[config.mk]
export PLATFORM = sky130hd
export DESIGN_NAME = afe_chan_ctrl
export DESIGN_NICKNAME = d
export VERILOG_FILES = /design/src/rtl/afe_chan_pkg.sv /design/src/rtl/afe_sync.sv /design/src/rtl/afe_dout_flag.sv /design/src/rtl/afe_cal_seq.sv /design/src/rtl/afe_chan_ctrl.sv
export SDC_FILE = /design/constraint.sdc
export NUM_CORES = 1
export LEC_CHECK = 0
export ABC_AREA = 1
export ABC_CLOCK_PERIOD_IN_PS = 1100
export CORE_MARGIN = 2
export CORE_UTILIZATION = 54
export DETAILED_ROUTE_END_ITERATION = 10
export DONT_BUFFER_PORTS = 1
export PLACE_DENSITY = 0.8
export SLEW_MARGIN = 0
export SYNTH_ARGS = -nofsm -noshare
export SYNTH_HDL_FRONTEND = slang
export SYNTH_SLANG_ARGS = --single-unit
[constraint.sdc]
create_clock -name clk -period 1.1 [get_ports clk]
set_input_delay 0.055 -clock clk [delete_from_list [all_inputs] [get_ports clk]]
set_output_delay 0.055 -clock clk [all_outputs]
set_load 0.02 [all_outputs]
[src/rtl/afe_chan_pkg.sv]
// Shared field positions and types for the amplifier channel wrapper.
package afe_chan_pkg;

    // Control register fields
    localparam int CTRL_AMP_BIT  = 0;
    localparam int CTRL_BUF_BIT  = 4;
    localparam int CTRL_IE_BIT   = 8;
    // Status register fields
    localparam int ST_DOUT_BIT   = 0;
    localparam int ST_FLAG_BIT   = 4;
    // Calibration control fields
    localparam int CAL_TRIG_BIT  = 0;
    localparam int CAL_REF_BIT   = 16;
    // Calibration status fields
    localparam int CS_DONE_BIT   = 0;
    localparam int CS_NFAIL_BIT  = 1;
    localparam int CS_PFAIL_BIT  = 2;

    // Word index taken from byte address bits [3:2]
    localparam int REG_IDX_LSB   = 2;

    typedef enum logic [1:0] {
        REG_CTRL = 2'd0,
        REG_STAT = 2'd1,
        REG_CALC = 2'd2,
        REG_CALS = 2'd3
    } reg_sel_e;

    typedef struct packed {
        logic done;
        logic nfail;
        logic pfail;
    } cal_res_t;

endpackage

[src/rtl/afe_sync.sv]
// Multi-flop synchroniser for asynchronous level inputs.
// Assumes each input bit is a level that is stable for several clocks;
// bits are synchronised independently (no cross-bit coherence).
module afe_sync #(
    parameter int STAGES = 2,
    parameter int WIDTH  = 1
) (
    input  logic             clk,
    input  logic             rst_n,
    input  logic [WIDTH-1:0] d,
    output logic [WIDTH-1:0] q
);

    logic [WIDTH-1:0] pipe [STAGES];

    // First stage captures the raw asynchronous level
    always_ff @(posedge clk) begin
        if (!rst_n) pipe[0] <= '0;
        else        pipe[0] <= d;
    end

    generate
        for (genvar s = 1; s < STAGES; s++) begin : g_stage
            // Each further stage resolves metastability of the one before
            always_ff @(posedge clk) begin
                if (!rst_n) pipe[s] <= '0;
                else        pipe[s] <= pipe[s-1];
            end
        end
    endgenerate

    assign q = pipe[STAGES-1];

endmodule

[src/rtl/afe_dout_flag.sv]
// Digital-output visibility and sticky change flag.
// Takes the already synchronised output level. Any transition seen while the
// buffer is enabled sets the flag one clock after it appears on dout_s.
// A clear request in the same cycle as a set loses to the set.
module afe_dout_flag (
    input  logic clk,
    input  logic rst_n,
    input  logic dout_s,
    input  logic buf_en,
    input  logic clr_req,
    output logic flag_q,
    output logic dout_vis
);

    logic prev_q;
    logic set_evt;

    assign set_evt  = buf_en & (dout_s ^ prev_q);
    assign dout_vis = dout_s & buf_en;

    // Track the previous synchronised level for edge detection
    always_ff @(posedge clk) begin
        if (!rst_n) prev_q <= 1'b0;
        else        prev_q <= dout_s;
    end

    // Sticky flag: hardware set has priority over software clear
    always_ff @(posedge clk) begin
        if (!rst_n) flag_q <= 1'b0;
        else        flag_q <= set_evt | (flag_q & ~clr_req);
    end

endmodule

[src/rtl/afe_cal_seq.sv]
// Calibration handshake sequencer.
// A start request is accepted only when the amplifier is enabled and no
// calibration is running; it raises the trigger and clears done. A rising
// edge of the synchronised done line while triggered latches the results
// and drops the trigger. Result inputs are assumed stable around done.
module afe_cal_seq
    import afe_chan_pkg::*;
(
    input  logic     clk,
    input  logic     rst_n,
    input  logic     start_req,
    input  logic     amp_en,
    input  logic     done_s,
    input  logic     nfail_i,
    input  logic     pfail_i,
    output logic     trig_q,
    output cal_res_t res_q
);

    logic done_prev_q;
    logic done_rise;
    logic accept;

    assign done_rise = done_s & ~done_prev_q;
    assign accept    = start_req & amp_en & ~trig_q;

    // Remember previous done level for edge detection
    always_ff @(posedge clk) begin
        if (!rst_n) done_prev_q <= 1'b0;
        else        done_prev_q <= done_s;
    end

    // Trigger and result registers
    always_ff @(posedge clk) begin
        if (!rst_n) begin
            trig_q <= 1'b0;
            res_q  <= '0;
        end else if (accept) begin
            trig_q     <= 1'b1;
            res_q.done <= 1'b0;
        end else if (trig_q && done_rise) begin
            trig_q      <= 1'b0;
            res_q.done  <= 1'b1;
            res_q.nfail <= nfail_i;
            res_q.pfail <= pfail_i;
        end
    end

endmodule

[src/rtl/afe_chan_ctrl.sv]
// Amplifier channel register wrapper, top level.
// APB slave with four word registers (control, status, calibration control,
// calibration status). Writes commit on the access phase; reads are returned
// combinationally with no wait states. Assumes DATA_W >= 17 and ADDR_W >= 4.
module afe_chan_ctrl
    import afe_chan_pkg::*;
#(
    parameter int ADDR_W      = 4,
    parameter int DATA_W      = 32,
    parameter int SYNC_STAGES = 2
) (
    input  logic              clk,
    input  logic              rst_n,
    input  logic              psel,
    input  logic              penable,
    input  logic              pwrite,
    input  logic [ADDR_W-1:0] paddr,
    input  logic [DATA_W-1:0] pwdata,
    output logic [DATA_W-1:0] prdata,
    output logic              amp_en_o,
    output logic              dbuf_en_o,
    output logic              cal_start_o,
    output logic              cal_ref_o,
    input  logic              dout_async_i,
    input  logic              cal_done_async_i,
    input  logic              cal_nfail_i,
    input  logic              cal_pfail_i,
    output logic              irq_o
);

    localparam int NUM_ASYNC = 2;

    reg_sel_e sel;
    logic     wr_en;
    logic     rd_en;
    logic     amp_en_q, buf_en_q, ie_q, ref_q;
    logic     st_clr;
    logic     cal_start_req;
    logic     flag_q;
    logic     dout_vis;
    logic     trig_q;
    cal_res_t cal_res_q;
    logic [NUM_ASYNC-1:0] async_raw, async_s;
    logic     unused_bits;

    assign sel   = reg_sel_e'(paddr[REG_IDX_LSB +: 2]);
    assign wr_en = psel & penable & pwrite;
    assign rd_en = psel & ~pwrite;

    assign st_clr        = wr_en && (sel == REG_STAT) && pwdata[ST_FLAG_BIT];
    assign cal_start_req = wr_en && (sel == REG_CALC) && pwdata[CAL_TRIG_BIT];

    assign unused_bits = ^{paddr, pwdata};

    // Control register: enables toward the macro and interrupt enable
    always_ff @(posedge clk) begin
        if (!rst_n) begin
            amp_en_q <= 1'b0;
            buf_en_q <= 1'b0;
            ie_q     <= 1'b0;
        end else if (wr_en && sel == REG_CTRL) begin
            amp_en_q <= pwdata[CTRL_AMP_BIT];
            buf_en_q <= pwdata[CTRL_BUF_BIT];
            ie_q     <= pwdata[CTRL_IE_BIT];
        end
    end

    // Calibration reference mode, written with calibration control
    always_ff @(posedge clk) begin
        if (!rst_n)                        ref_q <= 1'b0;
        else if (wr_en && sel == REG_CALC) ref_q <= pwdata[CAL_REF_BIT];
    end

    assign async_raw = {cal_done_async_i, dout_async_i};

    afe_sync #(
        .STAGES (SYNC_STAGES),
        .WIDTH  (NUM_ASYNC)
    ) u_sync (
        .clk   (clk),
        .rst_n (rst_n),
        .d     (async_raw),
        .q     (async_s)
    );

    afe_dout_flag u_flag (
        .clk      (clk),
        .rst_n    (rst_n),
        .dout_s   (async_s[0]),
        .buf_en   (buf_en_q),
        .clr_req  (st_clr),
        .flag_q   (flag_q),
        .dout_vis (dout_vis)
    );

    afe_cal_seq u_cal (
        .clk       (clk),
        .rst_n     (rst_n),
        .start_req (cal_start_req),
        .amp_en    (amp_en_q),
        .done_s    (async_s[1]),
        .nfail_i   (cal_nfail_i),
        .pfail_i   (cal_pfail_i),
        .trig_q    (trig_q),
        .res_q     (cal_res_q)
    );

    // Read data multiplexer, zero outside read cycles
    always_comb begin
        prdata = '0;
        if (rd_en) begin
            unique case (sel)
                REG_CTRL: begin
                    prdata[CTRL_AMP_BIT] = amp_en_q;
                    prdata[CTRL_BUF_BIT] = buf_en_q;
                    prdata[CTRL_IE_BIT]  = ie_q;
                end
                REG_STAT: begin
                    prdata[ST_DOUT_BIT] = dout_vis;
                    prdata[ST_FLAG_BIT] = flag_q;
                end
                REG_CALC: begin
                    prdata[CAL_TRIG_BIT] = trig_q;
                    prdata[CAL_REF_BIT]  = ref_q;
                end
                REG_CALS: begin
                    prdata[CS_DONE_BIT]  = cal_res_q.done;
                    prdata[CS_NFAIL_BIT] = cal_res_q.nfail;
                    prdata[CS_PFAIL_BIT] = cal_res_q.pfail;
                end
                default: prdata = '0;
            endcase
        end
    end

    assign amp_en_o    = amp_en_q;
    assign dbuf_en_o   = buf_en_q;
    assign cal_start_o = trig_q;
    assign cal_ref_o   = ref_q;
    assign irq_o       = flag_q & ie_q;

endmodule

; Word level (Yosys, flattened, before mapping)
; Memories as Yosys holds them, arrays and structs flattened.
; Cells that the tools add are included.
; Widths: inputs -> output; s select.
[totals]
wordCells = 57
regBits = 11
ramBits = 4
out_inout_bits = 37
input_bits = 45
mem_count = 1
[memory_table]
columns = memory, words, width, rd, rd_clocked_by_memory_dff, wr, line
row1 = u_sync.pipe, 2, 2, 2, 0, 2, afe_sync.sv:14  ; logic [WIDTH-1:0] pipe [STAGES];
[classes]
mux = 12
n_eq_ne = 3
reduce_logical = 10
bitwise_logic = 20
[ops]
columns = operator, count
row1 = $mux 17, 1
row2 = $and 1x1->1, 10
row3 = $logic_and 1x1->1, 6
row4 = $mux 1, 6
row5 = $mux 2, 3
row6 = $not 1->1, 6
row7 = $eq 2x2->1 const B, 2
row8 = $pmux 1 s4, 1
row9 = $or 1x1->1, 3
row10 = $eq 2x1->1 const B, 1
row11 = $logic_not 2->1, 1
row12 = $pmux 1 s2, 1
row13 = $reduce_and 2->1, 1
row14 = $reduce_bool 2->1, 1
row15 = $reduce_or 2->1, 1
row16 = $xor 1x1->1, 1

; Logic depth before layout (Yosys ltp)
; Gate-level depths: netlist (run 1).
[depth]
depth_word = 8
depth_mapped = 6
depth_no_buf = 6

; Hierarchy
; Synthesis (run 1) repeated with hierarchy kept, for this count alone.
[hier_totals]
cells_unflattened = 144
area_unflattened_um2 = 914.6
[modules_own_cells]
columns = module, seq_area_each_um2, area_per_inst_um2, cells_per_inst, n_inst
row1 = afe_chan_ctrl, 80.1, 511.7, 90, 1
row2 = afe_cal_seq, 100.1, 192.7, 27, 1
row3 = afe_sync, 80.1, 110.1, 12, 1
row4 = afe_dout_flag, 40.0, 100.1, 15, 1

; Worst setup path after synthesis (run 1)
; No wires, ideal clock.
[synth_path]
kind = register -> output
start = register u_cal.trig_q
end = output prdata[0]
path_buffers = 0
t_arrival_ns = 1.005
setup_slack_ns = 0.040
path_stages_with_launch = 5
t_required_ns = 1.045
path_cell_list = dfxtp_1 -> inv_1 -> o21ai_0 -> nor2_1 -> nor2_1
[synth_between]
elab_chain_len = 2
[synth_rtl]
columns = item, line
row1 = start: declaration, afe_cal_seq.sv:16  ; output logic trig_q,
row2 = start signal: assignment, afe_cal_seq.sv:36  ; trig_q <= 1'b0;
row3 = start signal: assignment, afe_cal_seq.sv:39  ; trig_q <= 1'b1;
row4 = start signal: assignment, afe_cal_seq.sv:42  ; trig_q <= 1'b0;
row5 = $pmux 1 s4, afe_chan_ctrl.sv:112  ; unique case (sel)
row6 = $mux 17, afe_chan_ctrl.sv:111  ; if (rd_en) begin
row7 = end: declaration, afe_chan_ctrl.sv:19  ; output logic [DATA_W-1:0] prdata,
; Every way passes these cells.

; Final worst setup path (run 1)
[layout_path]
start = register buf_en_q, in the netlist dbuf_en_o
end = output prdata[0]
[layout_between]
elab_chain_len = 3
[layout_rtl]
columns = item, line
row1 = start: declaration, afe_chan_ctrl.sv:36  ; logic amp_en_q, buf_en_q, ie_q, ref_q;
row2 = start signal: assignment, afe_chan_ctrl.sv:63  ; buf_en_q <= pwdata[CTRL_BUF_BIT];
row3 = $and 1x1->1, afe_dout_flag.sv:19  ; assign dout_vis = dout_s & buf_en;
row4 = $pmux 1 s4, afe_chan_ctrl.sv:112
row5 = $mux 17, afe_chan_ctrl.sv:111
; Every way passes these cells.

==> results.cfg, run 1 <==
[sta]
setup_tns_ns = -0.00695
clock.fmax_ghz = 0.903
setup_viol = 1
layout_setup_ws_ns = -0.00695
finalClockSkew_ns = 0.00838
final_hold_viol_count = 0
slew_violations = 0
period_share_pct = 101
hold_ws_ns = 0.0265
rsz0062_at_grt = true
layout_min_cycle_time_ns = 1.11

[clock_network]
insertion_delay_ns = 0.28
tritoncts = built
cts_max_level = 1
clk_pin_slew_ns = 0.09
cts_inserted_buffers = 3
cts-root-buf = clkbuf_4
cts.sinks = 15
clock_path_buffers = 2

[logic_synthesis]
syn_inst = 121
synth_area_sq_um = 876
yosysUniqueCellTypes = 21
syn_avg_cell_area_sq_um = 7.24
ys_warn_count = 0
synth_top_area_share_pct = 34.3
yosys.area.top_type = dfxtp_1
synth.area.top_cells = dfxtp_1, buf_4, nand2_1
ys_seq_area_share_pct = 34.3
synth-seq-cells = 15

[critical_path]
worstPathArrival_ns = 1.05
worstSetupEndpointType = output port
r2r-start = u_sync.pipe[1][0]
worstSetupStartpointType = flip-flop
worst_r2r_path_depth = 4
r2r-end = u_flag.flag_q
worst-path-buf-inv = 1
cpMostUsedCell = nor2_1
reg2reg_slack_ns = 0.11
max_stage_delay_ns = 0.34
cp_data_required_time_ns = 1.04
cp_num_cells = 5
worstSetupPathType = flip-flop to output port
cp_slowest_cell = dfxtp_2
crit_chain = nand2_1 -> a21oi_2 -> nor2_1 -> nor2_1 -> buf_4
critPathLaunch = dbuf_en_o
crit_fanout = 2
cp-endpoint = prdata[0]
critPathTopFamily = flip-flops

[die]
die_area_sq_um = 1960
die_x_microns = 44.3
die_h_microns = 44.3
core_sq_um = 1510
ios = 82
initial_utilization_pct = 58.1
rows = 14

[drt]
vias = 726
dr.pass1.iters = 4
ant_nets = 0
drt-wirelength-per-cell_microns = 9.87
drt_iter0_drc = 4
wl_microns = 1580
post-route-drc-count = 0
vias_per_cell = 4.54

[flow_run]
maxCapViolCount = 0

[power]
power.density_nw_per_um2 = 1030
p_leak_nw = 0.524
ir_drop_v = 0.000862
finalPower_mw = 1.04

[final_layout]
drive_gt1_share_pct = 21.5
area_growth_pct = 14.9
final_cell_mix = conb_1, nand2_1, nor2_1
final_area_sq_um = 1010
final_cells = 160
fin_nets = 190
antenna_cells = 0
final_common_cell = conb_1
fillers = 146

[grt]
track_usage_pct = 17.2
grt_pass1_vias = 584
grt_max_degree = 15
grt_pass1_wl_microns = 2390
grt_remaining_overflow = 0
antenna_found_initial = 0

[worst_hold_path]
min_delay_path_depth = 3
hold_class = input port to flip-flop

[placed_design]
place_inst = 144
placed_area_sq_um = 857
hpwl_microns = 1190
gp_congestion = 0.754
port_buffers = 0

[status]
violations = setup timing
status = complete, but fails checks
[power breakdown]
part | leakage [nW] | internal (mW) | switching, mW | total (mW)
sequential | 0.123 | 0.555 | 0.00585 | 0.561
combinational | 0.386 | 0.0464 | 0.127 | 0.173
clock | 0.0150 | 0.141 | 0.162 | 0.302
[cell type report]
cell class / instances / area (sq um) / share of cell area [%]
inverter: 16 / 60.1 / 5.97
sequential: 15 / 304 / 30.2
multi-input combinational: 88 / 415 / 41.3
tap: 16 / 20.0 / 1.99
clock buffer: 4 / 26.3 / 2.61
timing repair buffer: 21 / 180 / 17.9
[worst min-delay path by stage]
stage / end / from / slack (ns)
after floorplan: u_sync.pipe[0][0] / dout_async_i / 0.15
after global placement: u_sync.pipe[1][0] / rst_n / 0.15
after detailed placement: u_sync.pipe[0][0] / rst_n / 0.15
after CTS: cal_ref_o / penable / 0.02
after global routing: cal_ref_o / penable / 0.03
final: cal_ref_o / penable / 0.03
[worst min-delay path: stages]
cell and delay [ns]:
nand3_4 0.07, nor3_1 0.06, nor2_1 0.09
[registers in the layout (all words and copies together), names as in the netlist]
signal	flops
amp_en_o	1
cal_ref_o	1
u_cal.res_q	3
u_flag.prev_q	1
ie_q	1
u_cal.done_prev_q	1
u_cal.trig_q	1
dbuf_en_o	1
u_sync.pipe	4
u_flag.flag_q	1
[routing by layer]
layer	track usage, %	vias up	share of wire [%]
li1	-	364	-
met1	20.0	321	40
met2	25.9	39	47
met3	6.12	2	11
met4	12.7	0	0.95
met5	0	-	0
[repair_timing]
item / 4_1_cts / 5_1_grt
setup buffers: 3 / 0
gates resized for setup: 5 / 1
endpoints found under the hold margin: 15 / 0
hold buffers: 9 / 0
endpoints found under the setup margin: 1 / 7
[synthesized netlist by cell type]
| library cell | n |
|---|---|
| buf_4 | 26 |
| nand2_1 | 17 |
| nor2_1 | 16 |
| dfxtp_1 | 15 |
| inv_1 | 13 |
| o21ai_0 | 7 |
| a21oi_1 | 4 |
| nand3_1 | 4 |
| inv_2 | 3 |
| nand2_2 | 2 |
| nor2_4 | 2 |
| nor3b_1 | 2 |
| o21ai_1 | 2 |
| a21oi_2 | 1 |
| and3_2 | 1 |
| buf_2 | 1 |
| conb_1 | 1 |
| nand3_4 | 1 |
| nor3_1 | 1 |
| o21bai_1 | 1 |
| or2_2 | 1 |
[kinds of logic after synthesis]
| logic type | Yosys count | synth area share (%) |
|---|---|---|
| other cells | 1 | 0.428 |
| compound gates | 15 | 9.29 |
| flops | 15 | 34.3 |
| buf+inv | 43 | 29.7 |
| simple gates | 47 | 26.3 |
[stage by stage]
step,utilization [%],setup WS [ns]
2_1_floorplan,-,0.0399
3_3_place_gp,56.9,0.184
3_5_place_dp,56.9,0.180
4_1_cts,66.6,-0.0278
5_1_grt,66.8,-0.108
6_report,66.8,-0.00695
No activity file was read; power rests on OpenSTA's default activity.
==> inputs of run 2 (changes only) <==
--- a/config.mk
+++ b/config.mk
@@ -5,7 +5,6 @@
 export SDC_FILE = /design/constraint.sdc
 export NUM_CORES = 1
 export LEC_CHECK = 0
-export ABC_AREA = 1
 export ABC_CLOCK_PERIOD_IN_PS = 1100
 export CORE_MARGIN = 2
 export CORE_UTILIZATION = 54
==> run 2 against run 1 <==
- the flow still finishes with violations (setup timing)
- hold slack got worse by 0.023 ns
- power up 0.60%
- non-clock buffer count fell by 1
- combinational power shrank 3%
- cell count down 14%
- via count down 7.7%
- critical path depth shrank 1
- clock-buffer cell count unchanged
- first-iteration DRC count increased by 130%
- clock power grew 5%
- design area increased by 2.9%
==> results.cfg, run 2 <==
[die]
initial_utilization_pct = 58.6
die_area_sq_um = 2020
rows = 14
die_h_microns = 44.9
ios = 82
die_x_microns = 44.9
core_sq_um = 1540

[final_layout]
final_cell_mix = conb_1, nand2_1, dfxtp_1, dlygate4sd3_1, buf_4
final_common_cell = conb_1
regMostFlops = u_sync.pipe
fillers = 133
register_area_sq_um = 305
final_cells = 137
antenna_cells = 0
multiInputGateArea_sq_um = 497
area_growth_pct = 14.5
drive_gt1_share_pct = 19.0
fin_nets = 167
largest_reg_flops = 4
reg_top3 = u_sync.pipe (4), u_cal.res_q (3)

[placed_design]
gp_congestion = 0.732
place_inst = 121
port_buffers = 0
hpwl_microns = 1110

[clock_network]
clock_path_buffers = 2
cts.sinks = 15
cts_max_level = 1
cts_inserted_buffers = 3
post_cts_buffers = 0
clk_pin_slew_ns = 0.09
cts-root-buf = clkbuf_4
tritoncts = built
insertion_delay_ns = 0.29

[logic_synthesis]
post-synth-top-count-cell = buf_4
synth_top_area_share_pct = 33.2
syn_inst = 102
ys_top_cells_by_count = buf_4, dfxtp_1, nand2_1
synth-seq-cells = 15
synth_area_sq_um = 903
synth_edf_count = 0
synth.area.top_cells = dfxtp_1, buf_4, mux2i_1
ys_warn_count = 0
yosysUniqueCellTypes = 30
yosys.area.top_type = dfxtp_1
synthFlopType = dfxtp_1
async_flop_share_pct = 0
ys_seq_area_share_pct = 33.2
syn_avg_cell_area_sq_um = 8.86

[power]
p_int_mw = 0.749
p_clk_share_pct = 30.3
p_leak_nw = 0.447
ir_drop_v = 0.000833
seqPwrFrac_pct = 53.6
power.density_nw_per_um2 = 1010
switchingPower_mw = 0.294
comb_power_share_pct = 16.1
sw_frac_of_total_pct = 28.2
finalPower_mw = 1.04

[worst_hold_path]
hold_class = input port to flip-flop

[drt]
ant_nets = 0
drt-wirelength-per-cell_microns = 12.2
vias = 670
wl_met1_microns = 670
maxUsedRoutingLayer = met4
wl_met3_microns = 181
wl_microns = 1670
post-route-drc-count = 0
wl_met2_microns = 780
drt_iter0_drc = 9
dr.pass1.iters = 4
vias_per_cell = 4.89

[critical_path]
worstSetupEndpointType = output port
worstPathArrival_ns = 1.18
reg2reg_slack_ns = 0.13
r2r-start = u_sync.pipe[1][1]
worstSetupStartpointType = flip-flop
r2r-end = u_cal.trig_q
critPathLaunch = amp_en_o
crit_fanout = 2
worst_r2r_path_depth = 3
cp-endpoint = prdata[0]
worstSetupPathType = flip-flop to output port
cp_data_required_time_ns = 1.04

[status]
status = complete, but fails checks
violations = setup timing

[sta]
slew_violations = 0
max_slew.worst_pin.slew_ns = 0.583
layout_setup_ws_ns = -0.138
setup_viol = 3
slew_headroom_pct = 61.2
rsz0062_at_grt = true
finalClockSkew_ns = 0.00570
layout_min_cycle_time_ns = 1.24
period_share_pct = 113
final_hold_viol_count = 0
clock.fmax_ghz = 0.808

[grt]
grt_pass1_wl_microns = 2390
grt_max_degree = 20
grt_remaining_overflow = 0
antenna_found_initial = 0
track_usage_pct = 16.5
grt_pass1_vias = 581

[flow_run]
maxCapViolCount = 0
[run 2: cell types whose count changed in the layout (fill, tap and decap cells not counted), moves of 3 or more]
cell,delta
buf_4,-4
nand2_1,-5
inv_2,-3
inv_1,-12
mux2i_1,+6
o21ai_0,-5
a21oi_1,-3
nor2b_1,+3
and2_1,+7
nor2_1,-15
[run 2: layout make-up]
class | count | area share, %
Clock buffer | 4 | 2.54
Inverter | 1 | 0.363
Multi-Input combinational cell | 81 | 48.0
Sequential cell | 15 | 29.5
Tap cell | 16 | 1.93
Timing Repair Buffer | 20 | 17.7
[run 2: power by group through the flow]
stage / Clock, mW / Sequential [mW] / Combinational, mW
2_1_floorplan: 0 / 0.572 / 0.205
3_3_place_gp: 0 / 0.570 / 0.121
3_5_place_dp: 0 / 0.571 / 0.123
4_1_cts: 0.320 / 0.558 / 0.160
5_1_grt: 0.341 / 0.560 / 0.182
6_report: 0.316 / 0.559 / 0.168
[run 2: stage by stage]
| step | hold slack, ns | instance area, sq um | utilization (%) | setup WS (ns) | setup TNS (ns) |
|---|---|---|---|---|---|
| after floorplan | 0.182 | 1000 | - | 0.00844 | 0 |
| after global placement | 0.177 | 862 | 55.9 | 0.107 | 0 |
| after detailed placement | 0.181 | 862 | 55.9 | 0.112 | 0 |
| after CTS | -0.0335 | 1010 | 65.3 | -0.146 | -0.153 |
| after global routing | 0.00532 | 1030 | 67.1 | -0.207 | -0.508 |
| final | 0.00354 | 1030 | 67.1 | -0.138 | -0.194 |
[run 2: kinds of logic after synthesis]
group,share of synthesized area (%)
mux,6.65
other cells,0.415
simple gates,26.0
xor+xnor,0.970
compound gates,7.76
buf+inv,24.9
flops,33.2
[run 2: how the worst min path moves through the flow]
stage                  from                end  slack [ns]  cells after the start
6_report          pwdata[4]      u_flag.flag_q       0.004                      3
5_1_grt           pwdata[4]      u_flag.flag_q       0.005                      3
4_1_cts            paddr[3]      u_flag.flag_q       -0.03                      2
3_5_place_dp          rst_n  u_sync.pipe[0][1]        0.18                      1
3_3_place_gp          rst_n       u_cal.trig_q        0.18                      1
2_1_floorplan  dout_async_i  u_sync.pipe[0][0]        0.18                      1
[run 2: critical path, stage by stage (launching register included)]
cell,delay (ns)
dfxtp_2,0.33
nor2b_4,0.12
a311oi_2,0.22
a211oi_2,0.05
buf_4,0.17
[run 2: timing repair]
action	4_1_cts	5_1_grt
resized for setup	3	5
hold buffers	11	1
endpoints found under the setup margin	3	6
pin swaps	2	0
hold endpoints to repair	15	1
[run 2: metal layers]
layer  global-route usage (%)  up-vias
met5                        0        -
met2                     24.6       41
met3                     4.80        4
li1                         -      327
met1                     21.1      298
met4                     10.0        0
==> inputs of run 3 (changes only) <==
--- a/config.mk
+++ b/config.mk
@@ -6,11 +6,13 @@
 export NUM_CORES = 1
 export LEC_CHECK = 0
 export ABC_CLOCK_PERIOD_IN_PS = 1100
+export CORE_ASPECT_RATIO = 1.2
 export CORE_MARGIN = 2
 export CORE_UTILIZATION = 54
 export DETAILED_ROUTE_END_ITERATION = 10
 export DONT_BUFFER_PORTS = 1
 export PLACE_DENSITY = 0.8
+export RECOVER_POWER = 100
 export SLEW_MARGIN = 0
 export SYNTH_ARGS = -nofsm -noshare
 export SYNTH_HDL_FRONTEND = slang
==> run 3 against run 2 <==
- critical path type unchanged
- cell count rose by 0.73%
- design area down 0.24%
- clock power down 2%
- via count is 0.45% lower
- register-to-register slack is essentially flat
- wire length decreased by 7.1%
- the run still ends with setup timing left
- clock skew shrank 0.0011 ns
- critical path depth did not move
==> results.cfg, run 3 (synthesis gave the netlist of run 2 again) <==
[status]
status = complete, but fails checks
violations = setup timing

[critical_path]
critPathLaunch = amp_en_o
worstSetupEndpointType = output port
worst-path-buf-inv = 1
crit_fanout = 2
cp-endpoint = prdata[0]
max_stage_delay_ns = 0.33
cp_slowest_cell = dfxtp_2
cp_num_cells = 4
worstSetupPathType = flip-flop to output port
r2r-end = u_cal.trig_q
worstPathArrival_ns = 1.17
reg2reg_slack_ns = 0.14
critPathTopFamily = flip-flops
worstSetupStartpointType = flip-flop
cp_data_required_time_ns = 1.04
worst_r2r_path_depth = 3
r2r-start = u_sync.pipe[1][1]
crit_chain = nor2b_4 -> a311oi_2 -> a211oi_2 -> buf_4

[final_layout]
regMostFlops = u_sync.pipe
final_common_cell = conb_1
largest_reg_flops = 4
reg_top3 = u_sync.pipe (4), u_cal.res_q (3)
fin_nets = 166
final_cell_mix = conb_1, nand2_1, dfxtp_1
antenna_cells = 0
final_cells = 138
drive_gt1_share_pct = 20.8
final_area_sq_um = 1030
area_growth_pct = 14.3

[placed_design]
gp_congestion = 0.705
port_buffers = 0
place_inst = 123
placed_area_sq_um = 865
hpwl_microns = 1120

[sta]
setup_viol = 1
slew_violations = 0
hold_ws_ns = 0.0136
clock.fmax_ghz = 0.815
rsz0062_at_grt = true
period_share_pct = 112
setup_tns_ns = -0.128
finalClockSkew_ns = 0.00465
max_slew.worst_pin.slew_ns = 0.553
slew_headroom_pct = 63.2
layout_min_cycle_time_ns = 1.23
layout_setup_ws_ns = -0.128
final_hold_viol_count = 0

[grt]
grt_remaining_overflow = 0
track_usage_pct = 17.7
grt_pass1_wl_microns = 2470
antenna_found_initial = 0
grt_pass1_vias = 616
grt_max_degree = 20

[power]
ir_drop_v = 0.000537
finalPower_mw = 1.04
power.density_nw_per_um2 = 1000
p_leak_nw = 0.436

[clock_network]
cts-root-buf = clkbuf_4
tritoncts = built
insertion_delay_ns = 0.28
cts_max_level = 1
cts_inserted_buffers = 3
clock_path_buffers = 2
cts.sinks = 15
clk_pin_slew_ns = 0.08

[drt]
post-route-drc-count = 0
vias = 667
drt-wirelength-per-cell_microns = 11.3
ant_nets = 0
vias_per_cell = 4.83
dr.pass1.iters = 4
drt_iter0_drc = 5
wl_microns = 1550

[worst_hold_path]
hold_class = input port to flip-flop

[die]
die_x_microns = 41.3
die_h_microns = 48.8
core_sq_um = 1600
die_area_sq_um = 2020
initial_utilization_pct = 56.4
ios = 82
rows = 16

[flow_run]
maxCapViolCount = 0
[run 3: changes by cell type in the layout (fill, tap and decap cells not counted), sizes merged]
| cell | previous run | this run |
|---|---|---|
| dlygate4sd3 | 11 | 9 |
| buf | 8 | 9 |
| clkdlybuf4s25 | 0 | 1 |
| dlymetal6s4s | 1 | 0 |
[run 3: final cells by class]
cell class / count / area (sq um)
Clock buffer: 4 / 26.3
Tap cell: 18 / 22.5
Inverter: 1 / 3.75
Sequential cell: 15 / 307
Timing Repair Buffer: 19 / 168
Multi-Input combinational cell: 81 / 505
Fill cell: 135 / 569
[run 3: what timing repair did]
action,in CTS,in global routing
endpoints found under the setup margin,3,5
pin swaps,2,0
hold buffers,10,0
endpoints found under the hold margin,15,0
resized for setup,6,4
setup buffers,0,1
[run 3: worst min path at each step]
stage / startpoint / endpoint / depth (start not counted)
floorplan: dout_async_i / u_sync.pipe[0][0] / 1
global placement: rst_n / u_cal.trig_q / 1
detailed placement: rst_n / u_sync.pipe[1][1] / 1
CTS: pwdata[4] / u_flag.flag_q / 3
global route: pwdata[4] / u_flag.flag_q / 3
finish: pwdata[4] / u_flag.flag_q / 3
[run 3: metrics by stage]
stage,utilization (%),worst slack (ns)
2_1_floorplan,-,0.00844
5_1_grt,64.5,-0.214
6_report,64.5,-0.128
3_3_place_gp,54.0,0.105
3_5_place_dp,54.0,0.0583
4_1_cts,63.3,-0.133
[run 3: worst min-delay path, stage by stage]
cell and delay (ns):
nand2_1 0.05, o311ai_1 0.09, o21ai_1 0.08
[run 3: routing by layer]
metal | global-route usage (%) | wire, microns | share of wire [%]
met1 | 21.8 | 630 | 41
met2 | 27.3 | 730 | 47
met3 | 3.65 | 157 | 10
met4 | 9.68 | 35 | 2.3
met5 | 0 | 0 | 0
[run 3: where the power goes]
part | leakage (nW) | internal (mW) | total (mW) | switching, mW
combinational | 0.296 | 0.0511 | 0.165 | 0.114
clock | 0.0150 | 0.141 | 0.311 | 0.170
sequential | 0.124 | 0.554 | 0.559 | 0.00561
